[src/rtl/audctl_pkg.sv]
// Package: shared widths, the bus state type and code-folding helpers
// for the audio control receiver.
package audctl_pkg;

    localparam int BYTE_W  = 8;
    localparam int VOL_W   = 6;
    localparam int SPK_W   = 5;
    localparam int NUM_SPK = 4;
    localparam int GAIN_W  = 2;
    localparam int SRC_W   = 2;
    localparam int TONE_W  = 4;
    localparam int CNT_W   = $clog2(BYTE_W + 1);

    typedef enum logic [2:0] {
        BS_IDLE,
        BS_ADDR,
        BS_ADDR_ACK,
        BS_DATA,
        BS_DATA_ACK,
        BS_SKIP
    } bus_state_t;

    // Convert a sign-folded tone code into a signed step count.
    function automatic logic signed [TONE_W-1:0] fold_tone(input logic [TONE_W-1:0] code);
        logic [TONE_W-1:0] r;
        if (code[TONE_W-1]) r = 4'd15 - code;
        else                r = code - 4'd7;
        return $signed(r);
    endfunction

endpackage

[src/rtl/i2c_line_sync.sv]
// Module: i2c_line_sync
// Brings SCL and SDA into the clock domain through a STAGES-deep
// synchronizer and flags SCL edges plus START and STOP conditions.
// Assumes the system clock is at least 20x the bus bit rate, so that
// both lines settle between edges.
module i2c_line_sync #(
    parameter int STAGES = 2
) (
    input  logic clk,
    input  logic rst_n,
    input  logic scl_i,
    input  logic sda_i,
    output logic scl_s,
    output logic sda_s,
    output logic scl_rise,
    output logic scl_fall,
    output logic start_det,
    output logic stop_det
);

    localparam int PIPE_W = STAGES + 1;

    logic [PIPE_W-1:0] scl_pipe;
    logic [PIPE_W-1:0] sda_pipe;
    logic              scl_d;
    logic              sda_d;

    // Shift both bus lines through the synchronizer plus one history flop.
    always_ff @(posedge clk) begin
        if (!rst_n) begin
            scl_pipe <= '1;
            sda_pipe <= '1;
        end else begin
            scl_pipe <= {scl_pipe[PIPE_W-2:0], scl_i};
            sda_pipe <= {sda_pipe[PIPE_W-2:0], sda_i};
        end
    end

    // Derive edges and bus conditions from the synchronized lines.
    always_comb begin
        scl_s     = scl_pipe[STAGES-1];
        sda_s     = sda_pipe[STAGES-1];
        scl_d     = scl_pipe[STAGES];
        sda_d     = sda_pipe[STAGES];
        scl_rise  = scl_s & ~scl_d;
        scl_fall  = ~scl_s & scl_d;
        start_det = scl_s & scl_d & sda_d & ~sda_s;
        stop_det  = scl_s & scl_d & ~sda_d & sda_s;
    end

endmodule

[src/rtl/i2c_wr_engine.sv]
// Module: i2c_wr_engine
// Write-only byte engine: matches the device address, acknowledges
// the address and each data byte, and pulses wr_stb with every
// complete data byte. Assumes synchronized lines and single-cycle edge
// flags from i2c_line_sync. Does not stretch SCL.
module i2c_wr_engine
    import audctl_pkg::*;
#(
    parameter logic [6:0] DEV_ADDR = 7'h44
) (
    input  logic              clk,
    input  logic              rst_n,
    input  logic              sda_s,
    input  logic              scl_rise,
    input  logic              scl_fall,
    input  logic              start_det,
    input  logic              stop_det,
    output logic              sda_pull,
    output logic              wr_stb,
    output logic [BYTE_W-1:0] wr_byte
);

    localparam logic [BYTE_W-1:0] ADDR_WR = {DEV_ADDR, 1'b0};
    localparam logic [CNT_W-1:0]  FULL    = CNT_W'(BYTE_W);

    bus_state_t        state;
    logic [CNT_W-1:0]  bit_cnt;
    logic [BYTE_W-1:0] shreg;

    // Bus state machine: shifts bits, drives the acknowledge and issues byte strobes.
    always_ff @(posedge clk) begin
        if (!rst_n) begin
            state    <= BS_IDLE;
            bit_cnt  <= '0;
            shreg    <= '0;
            sda_pull <= 1'b0;
            wr_stb   <= 1'b0;
            wr_byte  <= '0;
        end else begin
            wr_stb <= 1'b0;
            if (start_det) begin
                state    <= BS_ADDR;
                bit_cnt  <= '0;
                sda_pull <= 1'b0;
            end else if (stop_det) begin
                state    <= BS_IDLE;
                bit_cnt  <= '0;
                sda_pull <= 1'b0;
            end else begin
                case (state)
                    BS_ADDR, BS_DATA: begin
                        if (scl_rise && bit_cnt != FULL) begin
                            shreg   <= {shreg[BYTE_W-2:0], sda_s};
                            bit_cnt <= bit_cnt + 1'b1;
                        end else if (scl_fall && bit_cnt == FULL) begin
                            if (state == BS_ADDR) begin
                                if (shreg == ADDR_WR) begin
                                    sda_pull <= 1'b1;
                                    state    <= BS_ADDR_ACK;
                                end else begin
                                    state    <= BS_SKIP;
                                end
                            end else begin
                                wr_stb   <= 1'b1;
                                wr_byte  <= shreg;
                                sda_pull <= 1'b1;
                                state    <= BS_DATA_ACK;
                            end
                        end
                    end
                    BS_ADDR_ACK, BS_DATA_ACK: begin
                        if (scl_fall) begin
                            sda_pull <= 1'b0;
                            bit_cnt  <= '0;
                            state    <= BS_DATA;
                        end
                    end
                    default: begin
                        sda_pull <= 1'b0;
                    end
                endcase
            end
        end
    end

endmodule

[src/rtl/audctl_setting_bank.sv]
// Module: audctl_setting_bank
// Decodes each self-routing control byte by its leading bits and
// updates the addressed setting register. Assumes wr_stb is a
// single-cycle pulse with wr_byte valid in the same cycle.
module audctl_setting_bank
    import audctl_pkg::*;
(
    input  logic                      clk,
    input  logic                      rst_n,
    input  logic                      wr_stb,
    input  logic [BYTE_W-1:0]         wr_byte,
    output logic [SRC_W-1:0]          src_sel,
    output logic [GAIN_W-1:0]         in_gain,
    output logic                      loud_en,
    output logic [VOL_W-1:0]          vol_att,
    output logic [NUM_SPK*SPK_W-1:0]  spk_att,
    output logic [NUM_SPK-1:0]        spk_mute,
    output logic signed [TONE_W-1:0]  bass,
    output logic signed [TONE_W-1:0]  treble
);

    logic hit_vol;
    logic hit_spk;
    logic hit_sw;
    logic hit_bass;
    logic hit_treb;

    // Prefix decode: the longest prefixes are checked against their full width.
    always_comb begin
        hit_vol  = wr_stb && (wr_byte[7:6] == 2'b00);
        hit_spk  = wr_stb && wr_byte[7];
        hit_sw   = wr_stb && (wr_byte[7:5] == 3'b010);
        hit_bass = wr_stb && (wr_byte[7:4] == 4'b0110);
        hit_treb = wr_stb && (wr_byte[7:4] == 4'b0111);
    end

    // Main volume register.
    always_ff @(posedge clk) begin
        if (!rst_n)       vol_att <= '0;
        else if (hit_vol) vol_att <= wr_byte[VOL_W-1:0];
    end

    // Source switch register: the reserved input code keeps the old source.
    always_ff @(posedge clk) begin
        if (!rst_n) begin
            src_sel <= '0;
            in_gain <= '0;
            loud_en <= 1'b0;
        end else if (hit_sw) begin
            if (wr_byte[1:0] != 2'b11) src_sel <= wr_byte[1:0];
            loud_en <= ~wr_byte[2];
            in_gain <= ~wr_byte[4:3];
        end
    end

    // Tone registers, unfolded into signed step counts.
    always_ff @(posedge clk) begin
        if (!rst_n) begin
            bass   <= '0;
            treble <= '0;
        end else begin
            if (hit_bass) bass   <= fold_tone(wr_byte[TONE_W-1:0]);
            if (hit_treb) treble <= fold_tone(wr_byte[TONE_W-1:0]);
        end
    end

    // One attenuation register and mute flag per speaker, selected by bits [6:5].
    for (genvar k = 0; k < NUM_SPK; k++) begin : g_spk
        logic sel_k;
        assign sel_k = hit_spk && (wr_byte[6:5] == 2'(k));

        // Speaker k attenuation and mute latch.
        always_ff @(posedge clk) begin
            if (!rst_n) begin
                spk_att[k*SPK_W +: SPK_W] <= '0;
                spk_mute[k]               <= 1'b0;
            end else if (sel_k) begin
                spk_att[k*SPK_W +: SPK_W] <= wr_byte[SPK_W-1:0];
                spk_mute[k]               <= &wr_byte[SPK_W-1:0];
            end
        end
    end

endmodule

[src/rtl/audctl_i2c_rx.sv]
// Module: audctl_i2c_rx (top)
// Write-only I2C receiver for audio processor settings: synchronizer,
// byte engine and setting bank. SDA is driven only as an open-drain
// pull-low through sda_pull_o.
module audctl_i2c_rx
    import audctl_pkg::*;
#(
    parameter logic [6:0] DEV_ADDR    = 7'h44,
    parameter int         SYNC_STAGES = 2
) (
    input  logic              clk,
    input  logic              rst_n,
    input  logic              scl_i,
    input  logic              sda_i,
    output logic              sda_pull_o,
    output logic [1:0]        src_sel_o,
    output logic [1:0]        in_gain_o,
    output logic              loud_en_o,
    output logic [5:0]        vol_att_o,
    output logic [19:0]       spk_att_o,
    output logic [3:0]        spk_mute_o,
    output logic signed [3:0] bass_o,
    output logic signed [3:0] treble_o
);

    logic              scl_s;
    logic              sda_s;
    logic              scl_rise;
    logic              scl_fall;
    logic              start_det;
    logic              stop_det;
    logic              wr_stb;
    logic [BYTE_W-1:0] wr_byte;

    i2c_line_sync #(.STAGES(SYNC_STAGES)) sync_i (
        .clk       (clk),
        .rst_n     (rst_n),
        .scl_i     (scl_i),
        .sda_i     (sda_i),
        .scl_s     (scl_s),
        .sda_s     (sda_s),
        .scl_rise  (scl_rise),
        .scl_fall  (scl_fall),
        .start_det (start_det),
        .stop_det  (stop_det)
    );

    i2c_wr_engine #(.DEV_ADDR(DEV_ADDR)) eng_i (
        .clk       (clk),
        .rst_n     (rst_n),
        .sda_s     (sda_s),
        .scl_rise  (scl_rise),
        .scl_fall  (scl_fall),
        .start_det (start_det),
        .stop_det  (stop_det),
        .sda_pull  (sda_pull_o),
        .wr_stb    (wr_stb),
        .wr_byte   (wr_byte)
    );

    audctl_setting_bank bank_i (
        .clk      (clk),
        .rst_n    (rst_n),
        .wr_stb   (wr_stb),
        .wr_byte  (wr_byte),
        .src_sel  (src_sel_o),
        .in_gain  (in_gain_o),
        .loud_en  (loud_en_o),
        .vol_att  (vol_att_o),
        .spk_att  (spk_att_o),
        .spk_mute (spk_mute_o),
        .bass     (bass_o),
        .treble   (treble_o)
    );

endmodule

[config.mk]
export PLATFORM = sky130hd
export DESIGN_NAME = audctl_i2c_rx
export DESIGN_NICKNAME = d
export VERILOG_FILES = /design/src/rtl/audctl_pkg.sv /design/src/rtl/i2c_line_sync.sv /design/src/rtl/i2c_wr_engine.sv /design/src/rtl/audctl_setting_bank.sv /design/src/rtl/audctl_i2c_rx.sv
export SDC_FILE = /design/constraint.sdc
export NUM_CORES = 1
export LEC_CHECK = 0
export BUFFER_PORTS_ARGS = -buffer_cell sky130_fd_sc_hd__buf_2
export CORE_UTILIZATION = 42
export DETAILED_ROUTE_END_ITERATION = 12
export GPL_TIMING_DRIVEN = 0
export HOLD_SLACK_MARGIN = 0.12
export PLACE_DENSITY = 0.66
export REMOVE_ABC_BUFFERS = 1
export SLEW_MARGIN = 20
export SYNTH_ARGS = -nofsm -noshare
export SYNTH_HDL_FRONTEND = slang
export SYNTH_SLANG_ARGS = --single-unit
export TNS_END_PERCENT = 20
[constraint.sdc]
create_clock -name clk -period 2.9 [get_ports clk]
set_clock_uncertainty 0.2 [all_clocks]
set_input_delay 0.145 -clock clk [delete_from_list [all_inputs] [get_ports clk]]
set_output_delay 0.145 -clock clk [all_outputs]
set_load 0.02 [all_outputs]
==> metrics.sh <==
NUMBER_OF_SETUP_VIOLATIONS_IN_THE_FINAL_REPORT=0
RESIZED_CELLS_POST_CTS=0
HTREE_LEVELS=3
POWER.DENSITY_mW_PER_MM2=549
POWER.SWITCHING_FRACTION_PCT=21.6
IO_PINS=48
WORST_SETUP_PATH_END_KIND='flip-flop'
DIE_AREA_MM2=0.00746
SYNTH.TOP_CELLS.BY_AREA='sky130_fd_sc_hd__dfxtp_1 (50%), sky130_fd_sc_hd__mux2i_1 (11%), sky130_fd_sc_hd__nor2_1 (6.2%), sky130_fd_sc_hd__a21oi_1 (5.2%), sky130_fd_sc_hd__nand2_1 (4.8%)'
NUMBER_OF_ANTENNA_VIOLATIONS_AT_THE_FIRST_CHECK_IN_GLOBAL_ROUTING=0
ANTENNA-DIODE-COUNT=0
DETAILEDPLACEMENTHPWL_UM=4000
SYNTH_SEQ_AREA_SHARE_PCT=49.6
ASYNC_RESET_FF_SHARE_PCT=0
GRT_FIRST_PASS_WIRELENGTH_UM=9920
SWITCHINGPOWER_uW=421
CORE_REGION_AREA_MM2=0.00683
CLOCK_LATENCY_PS=340
INITIAL_UTILIZATION_PCT=43.8
PLACEMENT.IO_BUFFERS=47
CTS.REPORTEDPATHS.CLKPINSLEW_PS=80
CTS_TREE='yes'
CHIPHEIGHT_UM=86.4
SYNTH_CELLS=328
FINAL_PERIOD_MINUS_WORST_SETUP_SLACK_PS=1910
N_FILL_CELL=667
YOSYS.CELL_TYPES.COUNT=48
TIMING_WORST_SLEW_PIN_VALUE_PS=685
YOSYS.AREA.TOP_TYPE_SHARE_PCT=49.6
PWR-SHARE-COMB_PCT=2.5
DOMINANTREGCELLSYNTH='sky130_fd_sc_hd__dfxtp_1'
FIN_UTIL_PCT=51.9
DRT-VIAS-PER-INSTANCE=5.06
FINAL_MIN_PERIOD_OVER_CLOCK_PERIOD_PCT=66.0
RELSLEWSLACK_PCT=54.2
DRT_DRC_VIOLATIONS_LEFT=0
GRT_START_MAX_NET_PINS=49
POWER_LEAKAGE_uW=0.00148
WORST_EP_REQUIRED_TIME_PS=2910
POST_DRT_WL_PER_CELL_UM=12.4
MAX_CAP_VIOLS=0
CTS_MAX_PATH_BUFFERS=2
ROUTE.FINAL.WIRE_LENGTH_UM=5870
FINAL_LAYOUT_SIZE_SUFFIX_GT1_SHARE_PCT=20.7
AREA.GROWTH.SYNTH_TO_FINAL_PCT=18.7
SYNTH-EDFF-COUNT=0
OUTCOME='finished, final reports clean'
PLACER_CONGESTION_ESTIMATE=0.825
CLOCK_SINK_COUNT=74
DR_TOTAL_VIAS=2386
CRIT_ARRIVAL_PS=1930
SYN-MEAN-INSTANCE-AREA_UM2=9.11
CTS_INSERTED_BUFFERS=9
DP_WORST_SETUP_SLACK_PS=986
NUMBER_OF_PLACEMENT_ROWS=30
POWER.SHARE.CLOCK_PCT=45.0
INTERNAL-POWER_uW=1530
FINAL_SLEW_VIOLATIONS=0
GRT_REMAINING_OVERFLOW=0
CLOCK-ROOT-BUFFER='sky130_fd_sc_hd__clkbuf_8'
FINAL_NET_COUNT=378
CP_MAX_FO=11
DRT_PASS1_ITERATIONS=4
FIRST_GLOBAL_VIAS=2123
GRT_SETUP_UNREPAIRED='no'
GRT_USE_TOTAL_PCT=17.0
FIN_TNS_SETUP_PS=0
DIE_X_UM=86.4
YOSYSWARNINGCOUNT=0
SYNTH.CELLS.MOST_FREQUENT='sky130_fd_sc_hd__dfxtp_1 (74), sky130_fd_sc_hd__nor2_1 (49), sky130_fd_sc_hd__nand2_1 (38)'
SYNTH.CELL_AREA_MM2=0.00299
TIMING.CRITICAL_PATH.FROM_TYPE='flip-flop'
YOSYSMOSTFREQUENTCELL='sky130_fd_sc_hd__dfxtp_1'
FMAX_GHz=0.523
DRTITER0DRC=93
YOSYS.AREA.TOP_TYPE='sky130_fd_sc_hd__dfxtp_1'
PLACEDCELLCOUNT=451
POWER.SHARE.SEQUENTIAL_PCT=52.6
HOLD_VIOLATIONS=0
STDCELL_COUNT=472
ANTENNA_VIOLATING_NETS_LEFT=0
PEAK_IR_DROP_ON_THE_VDD_NETWORK_V=0.000247
POST-ROUTE-WORST-SETUP-SLACK_PS=987
WORSTSETUPPATHTYPE='flip-flop to flip-flop'
YS_SEQ_ELEMENTS=74
HOLD_PATH_CLASS='flip-flop to flip-flop'
==> sequential cells by signal, summed over array words and instances (netlist names) <==
signal	flops
bank_i.vol_att	6
bank_i.treble	4
bank_i.src_sel	2
eng_i.wr_byte	8
bank_i.loud_en	1
sync_i.sda_pipe	3
sync_i.scl_pipe	3
eng_i.bit_cnt	4
bank_i.spk_att	20
bank_i.bass	4
bank_i.in_gain	2
bank_i.spk_mute	4
eng_i.sda_pull	1
eng_i.wr_stb	1
eng_i.shreg	8
eng_i.state	3
==> kinds of logic (layout without fill, tap and decap cells) <==
logic type	after synthesis	after routing	share of synthesized area, %
simple gates	133	133	22.3
flops	74	74	49.6
xor+xnor	3	3	0.879
buf+inv	31	79	4.39
mux	33	33	11.1
fa+ha+maj	3	3	1.26
compound gates	51	51	10.5
==> cells in the final DEF (no fill, tap or decap), types with 2 or more instances in the layout <==
master	n
sky130_fd_sc_hd__nor2b_1	2
sky130_fd_sc_hd__mux2i_1	32
sky130_fd_sc_hd__inv_1	8
sky130_fd_sc_hd__and2_1	2
sky130_fd_sc_hd__bufinv_16	2
sky130_fd_sc_hd__clkinv_2	2
sky130_fd_sc_hd__buf_2	48
sky130_fd_sc_hd__dfxtp_1	74
sky130_fd_sc_hd__nor3b_2	2
sky130_fd_sc_hd__a31oi_1	2
sky130_fd_sc_hd__nand2_1	38
sky130_fd_sc_hd__o21ai_0	3
sky130_fd_sc_hd__nor2_1	49
sky130_fd_sc_hd__or2_2	3
sky130_fd_sc_hd__dlygate4sd3_1	5
sky130_fd_sc_hd__o31ai_1	2
sky130_fd_sc_hd__a21oi_1	31
sky130_fd_sc_hd__nand4_1	2
sky130_fd_sc_hd__nand3_1	13
sky130_fd_sc_hd__nand4b_1	2
sky130_fd_sc_hd__clkbuf_8	9
sky130_fd_sc_hd__a311oi_1	2
sky130_fd_sc_hd__xnor2_1	2
sky130_fd_sc_hd__a211oi_1	2
sky130_fd_sc_hd__ha_1	3
sky130_fd_sc_hd__nand2b_1	7
sky130_fd_sc_hd__nand4bb_1	2
==> stage by stage <==
| step | instance area, µm² | total power (µW) | hold slack, ps |
|---|---|---|---|
| global placement | 3250 | 1090 | 127 |
| global route | 3550 | 2020 | 238 |
| finish | 3550 | 1950 | 214 |
| CTS | 3550 | 1970 | 216 |
| floorplan | 2890 | 1070 | 18.0 |
| detailed placement | 3280 | 1090 | 131 |
==> area by class of cell <==
type / instances / area (µm²) / area share [%]
sequential: 74 / 1480 / 41.8
tap: 96 / 120 / 3.39
clock buffer: 10 / 128 / 3.60
inverter: 9 / 35.0 / 0.988
timing repair buffer: 54 / 310 / 8.75
multi-input combinational: 223 / 1380 / 39.0
clock inverter: 6 / 90.1 / 2.54
==> critical path: stages (launching register included) <==
cell and delay, ps:
sky130_fd_sc_hd__dfxtp_1 380, sky130_fd_sc_hd__nor2b_1 410, sky130_fd_sc_hd__and3_1 460, sky130_fd_sc_hd__o31ai_1 160, sky130_fd_sc_hd__nor3b_2 180
==> power by group through the flow <==
stage | logic, µW | registers, µW | clock network [µW]
3_3_place_gp | 38.4 | 1050 | 0
3_5_place_dp | 42.9 | 1050 | 0
5_1_grt | 52.7 | 1020 | 939
6_report | 47.7 | 1020 | 875
2_1_floorplan | 27.5 | 1050 | 0
4_1_cts | 48.1 | 1020 | 898
==> what timing repair did <==
item / 4_1_cts / 5_1_grt
hold endpoints to repair: 19 / 0
setup buffers: 0 / 0
hold buffers: 5 / 0
==> per-layer routing <==
metal  part of all wire (%)  up-vias  global-route usage [%]
met1                     47     1115                    20.5
met4                    2.2        0                    8.64
met5                      0        -                       0
met2                     47       51                    28.1
li1                       -     1207                       -
met3                    4.2       13                    4.38
==> final timing paths <==
kind                                      start                       endpoint  slack, ps  cells past startpoint
setup / recovery  sync_i.scl_pipe[2]$_SDFF_PN1_    eng_i.state[1]$_SDFFE_PP0P_        990                      4
hold reg to reg   sync_i.scl_pipe[0]$_SDFF_PN1_  sync_i.scl_pipe[1]$_SDFF_PN1_        210                      1
setup reg to reg  sync_i.scl_pipe[2]$_SDFF_PN1_    eng_i.state[1]$_SDFFE_PP0P_        990                      4
hold / removal    sync_i.scl_pipe[0]$_SDFF_PN1_  sync_i.scl_pipe[1]$_SDFF_PN1_        210                      1
Note: power is estimated with default switching activity, not from simulation.
